--- src/rtl/cordic_pkg.sv ---
package cordic_pkg;
  localparam int ANG_W    = 12;              // input angle width, pi = 2**(ANG_W-1)
  localparam int DATA_W   = 16;              // x/y width
  localparam int FRAC_W   = 14;              // x/y fraction bits, 1.0 = 2**FRAC_W
  localparam int Z_W      = 16;              // residual angle width, pi = 2**(Z_W-1)
  localparam int Z_SHIFT  = Z_W - ANG_W;
  localparam int MAX_ITER = 16;              // table depth

  // arctan(2**-i) scaled so that pi = 2**(Z_W-1)
  function automatic logic signed [Z_W-1:0] atan_entry(input int unsigned i);
    case (i)
      0:  return 16'sd8192;
      1:  return 16'sd4836;
      2:  return 16'sd2555;
      3:  return 16'sd1297;
      4:  return 16'sd651;
      5:  return 16'sd326;
      6:  return 16'sd163;
      7:  return 16'sd81;
      8:  return 16'sd41;
      9:  return 16'sd20;
      10: return 16'sd10;
      11: return 16'sd5;
      12: return 16'sd3;
      13: return 16'sd1;
      14: return 16'sd1;
      default: return 16'sd0;
    endcase
  endfunction
endpackage

--- src/rtl/cordic_ctrl.sv ---
module cordic_ctrl #(
  parameter int ITER  = 12,
  parameter int CNT_W = $clog2(ITER)
) (
  input  logic             clk_i,
  input  logic             rst_ni,
  input  logic             start_i,
  output logic             load_o,
  output logic             step_o,
  output logic             last_o,
  output logic [CNT_W-1:0] cnt_o,
  output logic             done_o
);
  localparam logic [CNT_W-1:0] LAST_CNT = CNT_W'(ITER - 1);

  logic             busy_q;
  logic [CNT_W-1:0] cnt_q;
  logic             done_q;

  assign last_o = busy_q && (cnt_q == LAST_CNT);
  assign load_o = start_i && (!busy_q || last_o);  // overlap load with finish
  assign step_o = busy_q;
  assign cnt_o  = cnt_q;
  assign done_o = done_q;

  always_ff @(posedge clk_i or negedge rst_ni) begin
    if (!rst_ni) begin
      busy_q <= 1'b0;
      cnt_q  <= '0;
      done_q <= 1'b0;
    end else begin
      done_q <= last_o;
      if (load_o) begin
        busy_q <= 1'b1;
        cnt_q  <= '0;
      end else if (last_o) begin
        busy_q <= 1'b0;
        cnt_q  <= '0;
      end else if (busy_q) begin
        cnt_q  <= cnt_q + 1'b1;
      end
    end
  end

  a_r4_cnt_range: assert property (@(posedge clk_i) disable iff (!rst_ni)
    busy_q |-> (cnt_q <= LAST_CNT));
  a_r4_done_after_last: assert property (@(posedge clk_i) disable iff (!rst_ni)
    last_o |=> done_o);
  a_r4_done_single: assert property (@(posedge clk_i) disable iff (!rst_ni)
    done_o |=> !done_o);
  a_r5_busy_ignores_start: assert property (@(posedge clk_i) disable iff (!rst_ni)
    (busy_q && !last_o && start_i) |=> (busy_q && cnt_q == $past(cnt_q) + 1'b1));
  a_r6_final_start_restarts: assert property (@(posedge clk_i) disable iff (!rst_ni)
    (last_o && start_i) |=> (busy_q && cnt_q == '0 && done_o));
  a_r8_idle_quiet: assert property (@(posedge clk_i) disable iff (!rst_ni)
    (!busy_q && !start_i) |=> (!busy_q && !last_o));
endmodule

--- src/rtl/cordic_branch.sv ---
module cordic_branch #(
  parameter int W = 16
) (
  input  logic                clk_i,
  input  logic                rst_ni,
  input  logic                load_i,
  input  logic                step_i,
  input  logic                sub_i,
  input  logic signed [W-1:0] init_i,
  input  logic signed [W-1:0] opnd_i,
  output logic signed [W-1:0] q_o,
  output logic signed [W-1:0] nxt_o
);
  logic signed [W-1:0] q_q;

  assign nxt_o = sub_i ? (q_q - opnd_i) : (q_q + opnd_i);
  assign q_o   = q_q;

  always_ff @(posedge clk_i or negedge rst_ni) begin
    if (!rst_ni)     q_q <= '0;
    else if (load_i) q_q <= init_i;
    else if (step_i) q_q <= nxt_o;
  end

  a_r2_load_takes_init: assert property (@(posedge clk_i) disable iff (!rst_ni)
    load_i |=> (q_o == $past(init_i)));
  a_r2_hold_when_idle: assert property (@(posedge clk_i) disable iff (!rst_ni)
    (!load_i && !step_i) |=> $stable(q_o));
endmodule

--- src/rtl/cordic_atan_rom.sv ---
module cordic_atan_rom
  import cordic_pkg::*;
#(
  parameter int CNT_W = 4
) (
  input  logic [CNT_W-1:0]      idx_i,
  output logic signed [Z_W-1:0] ang_o
);
  assign ang_o = atan_entry(int'(idx_i));
endmodule

--- src/rtl/cordic_iter_rotator.sv ---
module cordic_iter_rotator
  import cordic_pkg::*;
#(
  parameter int ITER     = 12,   // at most MAX_ITER
  parameter int GAIN_INV = 9949  // 1/K for ITER iterations, 2**FRAC_W scale
) (
  input  logic              clk_i,
  input  logic              rst_ni,
  input  logic              start_i,
  input  logic [ANG_W-1:0]  angle_i,
  output logic              done_o,
  output logic [DATA_W-1:0] cos_o,
  output logic [DATA_W-1:0] sin_o
);
  localparam int CNT_W = $clog2(ITER);

  logic             load, step, last;
  logic [CNT_W-1:0] cnt;

  logic signed [DATA_W-1:0] x_q, y_q, x_nxt, y_nxt, x_sh, y_sh;
  logic signed [Z_W-1:0]    z_q, z_nxt, z_init, atan_c;
  logic signed [DATA_W-1:0] x_init, y_init;
  logic                     z_neg;
  logic signed [DATA_W-1:0] cos_q, sin_q;

  cordic_ctrl #(.ITER(ITER), .CNT_W(CNT_W)) u_ctrl (
    .clk_i  (clk_i),
    .rst_ni (rst_ni),
    .start_i(start_i),
    .load_o (load),
    .step_o (step),
    .last_o (last),
    .cnt_o  (cnt),
    .done_o (done_o)
  );

  cordic_atan_rom #(.CNT_W(CNT_W)) u_rom (
    .idx_i(cnt),
    .ang_o(atan_c)
  );

  assign z_neg  = z_q[Z_W-1];
  assign x_sh   = x_q >>> cnt;
  assign y_sh   = y_q >>> cnt;
  assign x_init = DATA_W'(GAIN_INV);
  assign y_init = '0;
  assign z_init = {angle_i, {Z_SHIFT{1'b0}}};

  // positive residual: rotate counter-clockwise
  cordic_branch #(.W(DATA_W)) u_x (
    .clk_i(clk_i), .rst_ni(rst_ni), .load_i(load), .step_i(step),
    .sub_i(~z_neg), .init_i(x_init), .opnd_i(y_sh), .q_o(x_q), .nxt_o(x_nxt)
  );

  cordic_branch #(.W(DATA_W)) u_y (
    .clk_i(clk_i), .rst_ni(rst_ni), .load_i(load), .step_i(step),
    .sub_i(z_neg), .init_i(y_init), .opnd_i(x_sh), .q_o(y_q), .nxt_o(y_nxt)
  );

  cordic_branch #(.W(Z_W)) u_z (
    .clk_i(clk_i), .rst_ni(rst_ni), .load_i(load), .step_i(step),
    .sub_i(~z_neg), .init_i(z_init), .opnd_i(atan_c), .q_o(z_q), .nxt_o(z_nxt)
  );

  // results leave through their own registers so x/y can reload at once
  always_ff @(posedge clk_i or negedge rst_ni) begin
    if (!rst_ni) begin
      cos_q <= '0;
      sin_q <= '0;
    end else if (last) begin
      cos_q <= x_nxt;
      sin_q <= y_nxt;
    end
  end

  assign cos_o = cos_q;
  assign sin_o = sin_q;

  a_r7_outputs_hold: assert property (@(posedge clk_i) disable iff (!rst_ni)
    !last |=> ($stable(cos_o) && $stable(sin_o)));
  a_r7_update_with_done: assert property (@(posedge clk_i) disable iff (!rst_ni)
    !done_o |-> ($stable(cos_o) && $stable(sin_o)));
  a_r3_residual_small: assert property (@(posedge clk_i) disable iff (!rst_ni)
    last |-> ((z_nxt < 16'sd64) && (z_nxt > -16'sd64)));
endmodule

--- config.mk ---
export PLATFORM = sky130hd
export DESIGN_NAME = cordic_iter_rotator
export DESIGN_NICKNAME = d
export VERILOG_FILES = /design/src/rtl/cordic_pkg.sv /design/src/rtl/cordic_ctrl.sv /design/src/rtl/cordic_branch.sv /design/src/rtl/cordic_atan_rom.sv /design/src/rtl/cordic_iter_rotator.sv
export SDC_FILE = /design/constraint.sdc
export NUM_CORES = 1
export LEC_CHECK = 0
export BUFFER_PORTS_ARGS = -buffer_cell sky130_fd_sc_hd__buf_2
export CAP_MARGIN = 0
export CORE_MARGIN = 2
export CORE_UTILIZATION = 28
export DETAILED_ROUTE_END_ITERATION = 7
export PLACE_DENSITY = 0.43
export SYNTH_ARGS = -nofsm -noshare
export SYNTH_HDL_FRONTEND = slang
export SYNTH_SLANG_ARGS = --single-unit
--- constraint.sdc ---
create_clock -name clk_i -period 9.7 [get_ports clk_i]
set_input_delay 1.455 -clock clk_i [delete_from_list [all_inputs] [get_ports clk_i]]
set_output_delay 1.455 -clock clk_i [all_outputs]
set_load 0.01 [all_outputs]
; Yosys cells after proc, flatten, opt, wreduce, memory -nomap -nowiden
; Memories as Yosys holds them, arrays and structs flattened.
; Cells that the tools add are included.
[op_classes]
addsub = 7
eq_ne = 1
shift = 2
n_mux = 14
n_reduce_logical = 7
[op_table]
columns = operator, n
row1 = $mux W16, 9
row2 = $add A16 B16 Y16, 3
row3 = $sub A16 B16 Y16, 3
row4 = $sshr A16 B4 Y16, 2
row5 = $mux W4, 3
row6 = $add A4 B1 Y4 const B, 1
row7 = $eq A4 B4 Y1 const B, 1
row8 = $reduce_bool A2 Y1, 2
row9 = $reduce_bool A3 Y1, 1
row10 = $logic_and A1 B1 Y1, 2
row11 = $mux W1, 2
row12 = $logic_not A1 Y1, 1
row13 = $logic_or A1 B1 Y1, 1
[word_totals]
register_bits = 86
romBits = 224
input_bits = 15
output_inout_bits = 33
memories = 1
[memory_table]
columns = memory, words, width, read_ports, rd_clocked_by_memory_dff, wr, line_no
row1 = (no name shown), 16, 14, 1, 0, 0, cordic_pkg.sv:11  ; case (i)

; Longest topological paths before layout
[depth]
word_depth = 5
depth_mapped = 23
mapped_depth_nobuf = 20

; Hierarchy
; From an unflattened synthesis, not the netlist that was laid out.
[hier_totals]
hier_cells = 986
hier_area_um2 = 8647.0
[modules_own_cells]
columns = mod, n_inst, cells_per_inst, area_each_um2
row1 = cordic_branch (u_x ...), 2, 208, 1697.9
row2 = cordic_iter_rotator, 1, 281, 2816.5
row3 = cordic_branch (u_z), 1, 209, 1762.9
row4 = cordic_atan_rom, 1, 52, 375.4
row5 = cordic_ctrl, 1, 28, 296.5

; Least setup slack after synthesis
; Ideal clock, no wire load.
[synth_path]
kind = flip-flop to flip-flop
start = reg u_ctrl.cnt_q[0], in the netlist u_ctrl.cnt_o[0]
end = reg cos_q[14], in the netlist cos_o[14]
setup_ns = 0.133
arrival_time_ns = 4.414
t_required_ns = 9.567
setup_slack_ns = 5.153
stages_incl_launch_ff = 19
n_path_buf = 1
period_less_slack_ns = 4.547
path_cell_list = dfrtp_1 > buf_6 > mux2_2 > o21ai_0 > o21ai_0 > a21oi_1 > ha_1 > inv_1 > mux2i_1 > fa_1 > a21o_1 > a21oi_1 > o21ai_0 > a311o_1 > a311o_1 > a21o_1 > a21oi_1 > xor2_1 > o21ai_0
[synth_via]
elab_chain_cells = 3
elab_cells_between_ends = 6
[synth_rtl]
columns = item, line_no
row1 = start: declaration, cordic_ctrl.sv:17  ; logic [CNT_W-1:0] cnt_q;
row2 = start signal: assignment, cordic_ctrl.sv:40  ; cnt_q <= cnt_q + 1'b1;
row3 = $sshr A16 B4 Y16, cordic_iter_rotator.sv:44  ; assign y_sh = y_q >>> cnt;
row4 = $sub A16 B16 Y16 or $add A16 B16 Y16 (tied branches), cordic_branch.sv:16  ; assign nxt_o = sub_i ? (q_q - opnd_i) : (q_q + opnd_i);
row5 = $mux W16, cordic_branch.sv:16
row6 = end signal: assignment, cordic_iter_rotator.sv:71  ; cos_q <= x_nxt;
row7 = end: declaration, cordic_iter_rotator.sv:24  ; logic signed [DATA_W-1:0] cos_q, sin_q;
; Several ways; a longest one is shown, not always the timed one.
; A chain may end at the register's enable or synchronous reset.

; Worst setup path in the final report
[layout_path]
start = reg u_ctrl.cnt_q[0], in the netlist u_ctrl.cnt_o[0]
end = reg u_y.q_q[15], in the netlist u_y.q_o[15]
[layout_via]
elab_chain_cells = 5
elab_cells_between_ends = 11
[layout_rtl]
columns = item, line_no
row1 = $sshr A16 B4 Y16 or $eq A4 B4 Y1 (tied branches), "cordic_iter_rotator.sv:43, cordic_ctrl.sv:20"
row2 = $add A16 B16 Y16 (tied with other cells), cordic_branch.sv:16
row3 = $mux W16 or $logic_or A1 B1 Y1 (tied branches), "cordic_branch.sv:16, cordic_ctrl.sv:21"
row4 = $mux W16 or $logic_and A1 B1 Y1 (tied branches), "cordic_branch.sv:22, cordic_ctrl.sv:21"
row5 = $mux W16 or $reduce_bool A2 Y1 (tied branches), -
row6 = end signal: assignment, cordic_branch.sv:21  ; else if (load_i) q_q <= init_i;
row7 = end signal: assignment, cordic_branch.sv:22  ; else if (step_i) q_q <= nxt_o;
row8 = end: declaration, cordic_branch.sv:14  ; logic signed [W-1:0] q_q;
; Several ways; a longest one is shown, not always the timed one. The select of a mux whose other input is x is not followed.

==> key figures <==
Run status
  – Outcome: finished clean

Synthesis
  – Top cell type's share of synthesized area: 26.28%
  – Main synth FF type: dfrtp_1
  – Post-synth EDFFs: 0
  – Post-synth top cells: nand2_1 (130), dfrtp_1 (86), o21ai_0 (79)
  – Asr flop ratio synth: 100.0%
  – Syn_nets: 1,028
  – Yosys cell types: 71
  – Largest area contributor in the netlist: dfrtp_1
  – Post-synthesis sequential area ratio: 26.28%
  – Post-Synthesis Cells: 947
  – Yosys Warn Count: 0
  – Count leader, synth: nand2_1
  – Synth Register Bits: 86
  – Mapped Avg Cell Area: 8.646 um^2
  – Area of the mapped netlist: 8188 um^2
  – Synth top area cells: dfrtp_1 (26%), ha_1 (9.6%), nand2_1 (6.0%)

Worst hold path
  – Hold depth: 2
  – Worst Hold Class: flip-flop to flip-flop

Floorplanning
  – Starting Density: 28.45%
  – Die H: 175.0 um
  – Chip width: 175.0 um
  – Rows: 62
  – Die area: 30,630 um^2
  – Core Box Area: 28,780 um^2
  – I/O Pins: 48

Final layout
  – Layout cells sized above 1: 14.43%
  – ANT cells: 0
  – Layout Area Growth over Synthesis: 11.20%
  – Fill count: 2,993
  – Nets: 1,039

Clocking
  – # hold bufs at CTS: 0
  – Clk sinks: 86
  – Total CTS buffers: 9
  – CTS tree: yes
  – Clock slew at reported path FFs: 80 ps
  – Worst-skew pair later-pin latency: 370 ps
  – H-tree levels: 3
  – Clock buffer depth: 2
  – Post-CTS setup buffer count: 0
  – Clock root buffer: clkbuf_16
  – Post-CTS Resized: 0

STA
  – Fmax: 0.1757 GHz
  – Worst-Margin Slew: 1072 ps
  – Final sum of negative setup slack: 0 ps
  – Final Critical Period: 5692 ps
  – Endpoints failing hold: 0
  – Slew headroom: 28.43%
  – Slew Limit Fails: 0
  – Setup Skew: 12.87 ps
  – RSZ-0062 raised after global routing: false
  – Crit share post-route: 58.68%
  – Final setup fails: 0

Routing
  – WL final: 24,450 um
  – Routed len/inst: 18.15 um
  – Pre-antenna DRT Iters: 5
  – Vias/cell: 5.143
  – Via Count: 6,927
  – 1st-iter DRT viols: 472
  – ANT nets after route: 0
  – # DRC: 0

Placed design
  – GP Congestion: 0.8291
  – Hpwl dp: 17,430 um
  – Port Buffers: 47

Worst setup path
  – Crit path required time: 9910 ps
  – Worst EP arrival: 5900 ps
  – Critical path launch point type: flip-flop
  – CP max FO: 44
  – Worst-case reg-to-reg path depth: 17
  – CP endpoint kind: flip-flop
  – CP Class: flip-flop to flip-flop

Global route
  – Grt total ovfl: 0
  – Global-route wire length before repair: 39,450 um
  – Initial antenna violation count: 0
  – GRT Total Usage: 16.35%
  – Largest net degree at the start of global routing: 61
  – Vias in the first global route: 6,898

Run
  – Number of max-cap violations: 0
==> flip-flops by register name (all words and copies together), names as in the netlist <==
| signal | cells |
|---|---|
| cos_o | 16 |
| sin_o | 16 |
| u_x.q_o | 16 |
| u_y.q_o | 16 |
| u_z.q_o | 16 |
| u_ctrl.cnt_o | 4 |
| u_ctrl.done_o | 1 |
| u_ctrl.step_o | 1 |
==> worst max-delay path, cell delays in order (launching register included) <==
cell and delay (ps):
dfrtp_2 980, mux4_1 730, or2_2 320, a31oi_1 360
and2_1 260, and4_1 350, a31oi_1 160, nor2_1 140
o21ai_0 110, a21boi_0 170, ha_1 340, nor2b_1 150
or4_1 460, a31oi_1 270, o21ai_0 200, a31oi_1 250
xnor2_1 170, o31ai_1 90
==> through the flow <==
step           setup WS [ps]  util (%)  cells  hold slack [ps]  cell area, um^2
2_1_floorplan           5153         -    947            456.3             8188
3_3_place_gp            3991     30.33   1331            460.3             8728
3_5_place_dp            3997     30.33   1331            469.5             8728
4_1_cts                 3983     31.64   1347            487.2             9105
5_1_grt                 3355     31.64   1347            505.4             9105
6_report                4008     31.64   1347            474.5             9105
==> path summary, 6_finish.rpt <==
path | start | end | slack [ps]
worst max-delay path | u_ctrl.cnt_o[0]$_DFFE_PN0P_ | u_y.q_o[15]$_DFFE_PN0P_ | 4010
min in group asynchronous | rst_ni | u_x.q_o[5]$_DFFE_PN0P_ | 1030
worst max register to register | u_ctrl.cnt_o[0]$_DFFE_PN0P_ | u_y.q_o[15]$_DFFE_PN0P_ | 4010
worst min-delay path | cos_o[3]$_DFFE_PN0P_ | cos_o[3]$_DFFE_PN0P_ | 470
worst min register to register | cos_o[3]$_DFFE_PN0P_ | cos_o[3]$_DFFE_PN0P_ | 470
max in group asynchronous | rst_ni | u_ctrl.cnt_o[0]$_DFFE_PN0P_ | 7440
==> per-layer routing <==
metal,up-vias,GRT usage [%],part of all wire (%)
li1,3449,-,-
met1,3325,23.67,51
met2,132,25.72,45
met3,21,2.089,3.4
met4,0,4.097,1.4
met5,-,0,0
==> cell families after synthesis <==
group | Yosys count | synth area share, %
AOI/OAI and AO/OA | 280 | 21.76
xor gates and xnor gates | 74 | 7.916
adders and majority gates | 66 | 10.36
buffers and inverters | 86 | 4.645
and+or+nand+nor | 284 | 15.74
DFF | 86 | 26.28
muxes | 71 | 13.29
==> cell usage in the layout (no fill, tap or decap), types with 5 or more instances in the layout <==
| master | synthesis | routed |
|---|---|---|
| nor3_1 | 14 | 14 |
| a21oi_1 | 72 | 72 |
| a211oi_1 | 6 | 6 |
| nand2b_1 | 14 | 14 |
| xor2_1 | 34 | 34 |
| xnor2_1 | 40 | 40 |
| o21ai_0 | 79 | 79 |
| mux4_2 | 21 | 21 |
| inv_1 | 28 | 28 |
| nand3_1 | 11 | 10 |
| nor2b_1 | 12 | 12 |
| o31ai_1 | 13 | 13 |
| a21boi_0 | 6 | 6 |
| mux2i_1 | 18 | 18 |
| nand2_1 | 130 | 130 |
| mux4_1 | 5 | 5 |
| ha_1 | 63 | 63 |
| mux2_2 | 27 | 27 |
| clkbuf_16 | 0 | 9 |
| and2_1 | 10 | 10 |
| dfrtp_1 | 86 | 83 |
| buf_2 | 10 | 46 |
| nor2_1 | 70 | 68 |
| a31oi_1 | 20 | 20 |
| a21o_1 | 10 | 10 |
| buf_4 | 4 | 11 |
| o21a_1 | 10 | 10 |
| a22o_1 | 16 | 16 |
==> area by class of cell <==
cell class / instances / area, um^2 / share of cell area (%)
flip-flops and latches: 86 / 2156 / 23.68
clock inverters: 7 / 151.4 / 1.663
inverters: 29 / 108.9 / 1.196
multi-input cells: 775 / 5670 / 62.28
well taps: 384 / 480.5 / 5.277
repair buffers: 57 / 312.8 / 3.435
clock buffers: 9 / 225.2 / 2.474
Power is left out: the tool's default activity adds up to more than one toggle a clock period on the data nets, which glitch-free logic cannot reach.
